### src/rtl/muldiv_hilo.sv
module muldiv_hilo #(
  parameter int W   = 32,
  parameter int OPW = 4
) (
  input  logic           clk,
  input  logic           rst_n,
  input  logic           op_valid,
  input  logic [OPW-1:0] op_code,
  input  logic [W-1:0]   opa,
  input  logic [W-1:0]   opb,
  input  logic           hi_we,
  input  logic           lo_we,
  input  logic [W-1:0]   wr_data,
  output logic [W-1:0]   hi_out,
  output logic [W-1:0]   lo_out,
  output logic           busy,
  output logic           done,
  output logic           div_by_zero
);
  localparam int CW = $clog2(W + 1);
  localparam logic [OPW-1:0] C_MULS = 1, C_MULU = 2, C_MADS = 3, C_MADU = 4,
                             C_MSBS = 5, C_MSBU = 6, C_DIVS = 8, C_DIVU = 9;

  logic [W-1:0]  hi_q, lo_q, quo_q, dvs_q, rem_q;
  logic          busy_q, setup_q, done_q, dbz_q, aneg_q, bneg_q;
  logic [CW-1:0] cnt_q;

  wire accept  = op_valid & ~busy_q;
  wire sgn     = (op_code == C_MULS) | (op_code == C_MADS) |
                 (op_code == C_MSBS) | (op_code == C_DIVS);
  wire is_mul  = (op_code == C_MULS) | (op_code == C_MULU) | (op_code == C_MADS) |
                 (op_code == C_MADU) | (op_code == C_MSBS) | (op_code == C_MSBU);
  wire is_div  = (op_code == C_DIVS) | (op_code == C_DIVU);

  wire [W:0] ext_a = {sgn & opa[W-1], opa};
  wire [W:0] ext_b = {sgn & opb[W-1], opb};
  logic signed [2*W+1:0] prod;
  assign prod = $signed(ext_a) * $signed(ext_b);

  wire [2*W-1:0] hilo = {hi_q, lo_q};
  logic [2*W-1:0] mul_res;
  always_comb begin
    case (op_code)
      C_MADS, C_MADU: mul_res = hilo + prod[2*W-1:0];
      C_MSBS, C_MSBU: mul_res = hilo - prod[2*W-1:0];
      default:        mul_res = prod[2*W-1:0];
    endcase
  end

  wire [W:0]   shifted = {rem_q, quo_q[W-1]};
  wire [W:0]   diff    = shifted - {1'b0, dvs_q};
  wire         take    = ~diff[W];
  wire [W-1:0] rem_nx  = take ? diff[W-1:0] : shifted[W-1:0];
  wire [W-1:0] quo_nx  = {quo_q[W-2:0], take};
  wire         last    = busy_q & ~setup_q & (cnt_q == CW'(1));
  wire [W-1:0] q_fin   = (aneg_q ^ bneg_q) ? -quo_nx : quo_nx;
  wire [W-1:0] r_fin   = aneg_q ? -rem_nx : rem_nx;

  always_ff @(posedge clk) begin
    if (!rst_n) begin
      hi_q <= '0; lo_q <= '0; quo_q <= '0; dvs_q <= '0; rem_q <= '0;
      busy_q <= 1'b0; setup_q <= 1'b0; done_q <= 1'b0; dbz_q <= 1'b0;
      aneg_q <= 1'b0; bneg_q <= 1'b0; cnt_q <= '0;
    end else begin
      done_q <= 1'b0;
      if (last) begin
        hi_q <= r_fin;
        lo_q <= q_fin;
      end else if (accept && is_mul) begin
        hi_q <= mul_res[2*W-1:W];
        lo_q <= mul_res[W-1:0];
      end else begin
        if (hi_we) hi_q <= wr_data;
        if (lo_we) lo_q <= wr_data;
      end

      if (accept && is_div) begin
        if (opb == '0) begin
          dbz_q <= 1'b1;
        end else begin
          busy_q  <= 1'b1;
          setup_q <= 1'b1;
          quo_q   <= opa;
          dvs_q   <= opb;
          aneg_q  <= sgn & opa[W-1];
          bneg_q  <= sgn & opb[W-1];
        end
      end else if (busy_q && setup_q) begin
        setup_q <= 1'b0;
        quo_q   <= aneg_q ? -quo_q : quo_q;
        dvs_q   <= bneg_q ? -dvs_q : dvs_q;
        rem_q   <= '0;
        cnt_q   <= CW'(W);
      end else if (busy_q) begin
        quo_q <= quo_nx;
        rem_q <= rem_nx;
        cnt_q <= cnt_q - CW'(1);
        if (last) begin
          busy_q <= 1'b0;
          done_q <= 1'b1;
        end
      end
    end
  end

  assign hi_out      = hi_q;
  assign lo_out      = lo_q;
  assign busy        = busy_q;
  assign done        = done_q;
  assign div_by_zero = dbz_q;
endmodule

### config.mk
export PLATFORM = sky130hd
export DESIGN_NAME = muldiv_hilo
export DESIGN_NICKNAME = d
export VERILOG_FILES = /design/src/rtl/muldiv_hilo.sv
export SDC_FILE = /design/constraint.sdc
export NUM_CORES = 2
export LEC_CHECK = 0
export BUFFER_PORTS_ARGS = -buffer_cell sky130_fd_sc_hd__buf_4
export CAP_MARGIN = 5
export CORE_MARGIN = 4
export CORE_UTILIZATION = 52
export CTS_CLUSTER_DIAMETER = 200
export DETAILED_ROUTE_END_ITERATION = 8
export PLACE_DENSITY = 0.72
export SLEW_MARGIN = 30
export SYNTH_ARGS = -nofsm -noshare
export SYNTH_HDL_FRONTEND = slang
export SYNTH_SLANG_ARGS = --single-unit
### constraint.sdc
create_clock -name clk -period 24.9 [get_ports clk]
set_input_delay 3.735 -clock clk [delete_from_list [all_inputs] [get_ports clk]]
set_output_delay 3.735 -clock clk [all_outputs]
set_load 0.01 [all_outputs]
After elaboration in Yosys (flattened, before gate mapping). Cells that the tools add are included.

Bitwise gates (word level): 21. Multiplexer cells: 31. Add/subtract/negate cells: 8. Multipliers: 1. Equal/unequal tests: 12. Reductions and logical operators: 20.

Operators with widths (number): two-way mux 32 bit (20); negator 32 bit (4); one-hot mux 64 bit (2 select lines) (1); adder 64 bit (1); multiplier 33 x 33 -> 64 bit (1); subtractor 64 bit (1); subtractor 33 x 32 -> 33 bit (1); zero test 32 bit (1); equality test 4 x 3 -> 1 bit, second input constant (3); two-way mux 6 bit (2); AND reduction 2 bit (5); bitwise OR 1 bit (9); nonzero test 3 bit (3); equality test 4 x 2 -> 1 bit, second input constant (2); equality test 4 bit, second input constant (2); two-way mux 1 bit (8); equality test 6 x 1 -> 1 bit, second input constant (1); inverter 1 bit (6); AND reduction 3 bit (2); nonzero test 2 bit (3); subtractor 6 x 1 -> 6 bit, second input constant (1); AND 1 bit (5); equality test 4 x 1 -> 1 bit, second input constant (1); inequality test 2 bit, second input constant (2); 5 further kinds (8).

Bits of input ports: 105. Output and inout bits: 67. Register bits after elaboration: 172.

Depth between registers and ports, before layout.
Word-level depth: 10. Gate-level depth with buffers: 50. Depth with buffers taken out: 47.

Worst setup path after synthesis. No wires, ideal clock.

Path type: input to register. From: in op_code[3]. To: reg hi_q[31] (netlist: hi_out[31]). Arrival: 14.664 ns. Path slack: 10.095 ns. Stages: 45. Path buffers: 4. Cells stage by stage: clkbuf_1 > mux2i_1 > o22ai_1 > and2_1 > clkbuf_1 > nand2_1 > inv_1 > fa_1 > fa_1 > fa_1 > inv_1 > fa_1 > fa_1 > fa_1 > fa_1 > fa_1 > inv_1 > ha_1 > (+9 left out) > or3b_4 > nor4_4 > and4_1 > nor2_1 > xnor2_1 > ha_1 > a21o_1 > a21o_1 > a21o_1 > a21oi_1 > nor2b_1 > o21ai_0 > nand2b_1 > a211o_1 > o21a_1 > or3_1 > nand3_1 > a221oi_1.

Cells in the longest elaborated chain, start to end: 10. Elaborated cells between the ends (all ways): 27. Classes of those cells: 2 x add/sub; 1 x mul; 7 x eq/ne; 3 x mux; 10 x bitwise; 4 x reduce/logical.

Ends and longest elaborated chain: start: declaration (line 8) `input logic [OPW-1:0] op_code,`; equality test 4 x 1 -> 1 bit / equality test 4 x 2 -> 1 bit (equally long branches) (line 29, 31, 43); bitwise OR 1 bit (2 in series) (line 29) `wire sgn = (op_code == C_MULS) | (op_code == C_MADS) |`; bitwise OR 1 bit (line 30) `(op_code == C_MSBS) | (op_code == C_DIVS);`; AND 1 bit (on tied branches) (line 35, 36); multiplier 33 x 33 -> 64 bit (line 38) `assign prod = $signed(ext_a) * $signed(ext_b);`; subtractor 64 bit / adder 64 bit (equally long branches) (line 45, 44); one-hot mux 64 bit (2 select lines) (line 43) `case (op_code)`; two-way mux 32 bit (line 69) `end else if (accept && is_mul) begin`; two-way mux 32 bit (line 66) `if (last) begin`; end signal: assignment (line 67) `hi_q <= r_fin;`; end signal: assignment (line 70) `hi_q <= mul_res[2*W-1:W];`; end signal: assignment (line 73) `if (hi_we) hi_q <= wr_data;`; end: declaration (line 24) `logic [W-1:0] hi_q, lo_q, quo_q, dvs_q, rem_q;`.

Parallel ways exist; a longest one is shown, timed or not. A chain may end at the register's enable or synchronous reset.

Worst setup path in the final report.
From: in op_code[1]. To: reg hi_q[31] (netlist: hi_out[31]).

Same word-level chain as after synthesis.

==> run metrics <==
area added between synthesis and finish=4.19%; maximum achievable frequency=62.6 MHz; unrepaired setup endpoints after global routing=no; CTS Root Cell=clkbuf_16; clock latency reported for the late side of the worst-skew pair=0.47 ns; max-cap viol count=0; wire length of the first global-routing pass=298 mm; worst reg2reg path depth=24; number of detailed-route iterations in the first pass=8; M1 wire length=72.2 mm; end-of-flow core utilization=54.7%; mean area per synthesized cell=8.22 um2; via count of the first global-routing pass=51900; Worst Hold Path EP=div_by_zero$_SDFFE_PN0P_; cells after synthesis=6988; Post-Syn Nets=8534; number of register bits inferred by synthesis=172; mean routed wirelength per cell=22.8 um; number of top-level pins=172; final setup TNS=0 ns; total grt overflow=0; proportion of synthesized flip-flops having asynchronous set or reset=0%; Crit-path slowest cell=a2111oi_1; die width=340 um; Worst EP arrival=16.28 ns; ratio of final minimum period to clock period=64.2%; status=complete, no violations; setup-violating endpoint count in the final report=0; All-Layer GR Usage=32.8%; final wirelength=189 mm; worst slew pin tran=0.997 ns; setup clock skew after layout=0.0199 ns; Cell variety after synth=105; largest net degree at the start of global routing=93; violation count after the first detailed-routing iteration=4773; number of antenna violations at the first check in global routing=5; kind of end point of the critical path=flip-flop; Core Rows=121; initial core utilization=52.5%; buffer depth of the longest clock path=2; height of the die=340 um; worst-case headroom to the max-slew limit=33.5%; shortest clock period the worst path allows after layout=15.98 ns; met2 wirelength from detailed routing=89.1 mm; Area contributors post-synth=fa_1 (39%), inv_1 (7.6%), nand2_1 (6.9%), ha_1 (6.8%), dfxtp_1 (6.0%); commonest cells after routing, fill and taps aside=inv_1 (1167), fa_1 (1126), nand2_1 (1058); fin cells=8284; Final Slew Violations=0; # DRC=0; cell taking the most area after synthesis=fa_1; total standard cell area after synthesis=57400 um2; portion of synthesized cell area occupied by the leading cell type=39.3%; largest stage delay on the critical path=0.77 ns; share of the yosys chip area belonging to registers=6.00%; crit-path max FO=23; crit start category=input port; clock-pin slew on the worst setup and hold paths=0.08 ns; length of routed met3 wiring=17.4 mm; cell depth of the worst hold path=2; hold path startpoint=div_by_zero$_SDFFE_PN0P_; most common cell after layout, fill and taps aside=inv_1; depth of the CTS H-tree=4; launch instance of the worst register-to-register path=quo_q[31]$_SDFFE_PN0P_; Top FF cell, synth=dfxtp_1; fraction of layout cells with a size suffix above 1=4.92%; sink count of the clock tree=172; Worst R2R Setup Slack=17.91 ns; count of flip-flops with a built-in enable after synthesis=0; final HPWL from detailed placement=150 mm; remaining antenna violation count after routing=0; number of placed instances with taps included=8249; number of clock buffers inserted by TritonCTS=17; TritonCTS clock tree=done; number of gates resized after cts=0; floorplan die area=116000 um2; most frequent CP cell=fa_1; type of the most critical hold path=flip-flop to flip-flop; reg-to-reg critical path endpoint=hi_out[28]$_SDFFE_PN0P_; first element of the critical path=op_code[1]; Post-CTS Hold Fix Bufs=0; Worst Path Required=25.20 ns; post-layout net count=8338; number of setup buffers added after CTS=0; total via count in the routed design=50100; Highest Signal Layer=met5; Vias per Instance=6.05; count of synthesis-stage warnings from yosys=0; path type of the worst setup path=input port to flip-flop; final weighted congestion of routability-driven global placement=0.981; number of hold violations in the final report=0; Port Buffer Count=171; Filler cells=10100; placeable core region=109000 um2
## cells in the mapped netlist, types with 14 or more instances
| cell type | number |
|---|---|
| nand2_1 | 1059 |
| xor2_1 | 101 |
| o31ai_1 | 27 |
| dfxtp_1 | 172 |
| a31oi_1 | 46 |
| nor4_1 | 34 |
| o211ai_1 | 54 |
| fa_1 | 1127 |
| o21ai_0 | 213 |
| nor2b_1 | 22 |
| and2_1 | 313 |
| and4_1 | 15 |
| or4_1 | 15 |
| clkbuf_1 | 386 |
| o21bai_1 | 16 |
| o22ai_1 | 32 |
| a211oi_1 | 81 |
| or3_1 | 37 |
| mux2i_1 | 71 |
| nand3_1 | 76 |
| o21ai_1 | 14 |
| o21a_1 | 38 |
| buf_1 | 15 |
| nor2_1 | 355 |
| nand2b_1 | 33 |
| nand4_1 | 40 |
| nor3_1 | 94 |
| and3_1 | 63 |
| inv_1 | 1167 |
| ha_1 | 314 |
| a221oi_1 | 18 |
| buf_2 | 20 |
| a22oi_1 | 23 |
| a21o_1 | 90 |
| xnor2_1 | 173 |
| a211o_1 | 14 |
| a21oi_1 | 352 |
| or2_2 | 26 |
## area by class of cell
type	instances	area, um2	share of cell area [%]
multi-input cells	5224	48000	80.3
inverters	1168	4390	7.33
flip-flops and latches	172	3440	5.76
well taps	1476	1850	3.09
repair buffers	209	1570	2.62
clock buffers	21	460	0.770
clock inverters	11	85.1	0.142
diodes	3	7.51	0.0126
## worst max-delay path by stage
stage / end / slack [ns] / cells after the start
floorplan: hi_out[31]$_SDFFE_PN0P_ / 10.10 / 45
global placement: hi_out[31]$_SDFFE_PN0P_ / 8.72 / 47
detailed placement: hi_out[31]$_SDFFE_PN0P_ / 8.52 / 47
CTS: hi_out[31]$_SDFFE_PN0P_ / 8.98 / 47
global route: hi_out[31]$_SDFFE_PN0P_ / 8.08 / 47
finish: hi_out[31]$_SDFFE_PN0P_ / 8.92 / 47
## worst max-delay path, delay by kind of cell
family / cells / cell delay [ns]
AND/OR/NAND/NOR: 16 / 3.80
buffers and inverters: 7 / 1.02
AO/OA/AOI/OAI: 11 / 2.59
XOR/XNOR: 2 / 0.35
adder cells (fa/ha/maj): 10 / 4.65
multiplexers: 1 / 0.09
## metal layers
layer,track usage [%],vias up
li1,-,21900
met1,42.1,25200
met2,54.3,2489
met3,5.91,557
met4,14.9,4
met5,0,-
## cell families after synthesis
group	Yosys count	synth area share [%]
mux	82	1.45
simple gates	2248	18.4
buf+inv	1592	10.5
compound gates	1178	13.3
flops	172	6.00
xor+xnor	275	4.22
fa+ha+maj	1441	46.1
## sequential cells by signal (all words and copies together) (netlist names), 6 cells and up
signal / cells
cnt_q: 6
dvs_q: 32
hi_out: 32
lo_out: 32
quo_q: 32
rem_q: 32
## stage by stage
stage | hold slack (ns) | setup WS [ns] | instance area (um2)
after floorplan | 0.462 | 10.10 | 57400
after detailed placement | 0.462 | 8.52 | 59200
final | 0.498 | 8.92 | 59800
after global placement | 0.466 | 8.72 | 59200
after global routing | 0.530 | 8.08 | 59800
after CTS | 0.492 | 8.98 | 59800
Power is not shown: default switching activity piles up to over one toggle a cycle in this logic, so the estimate is an artifact.
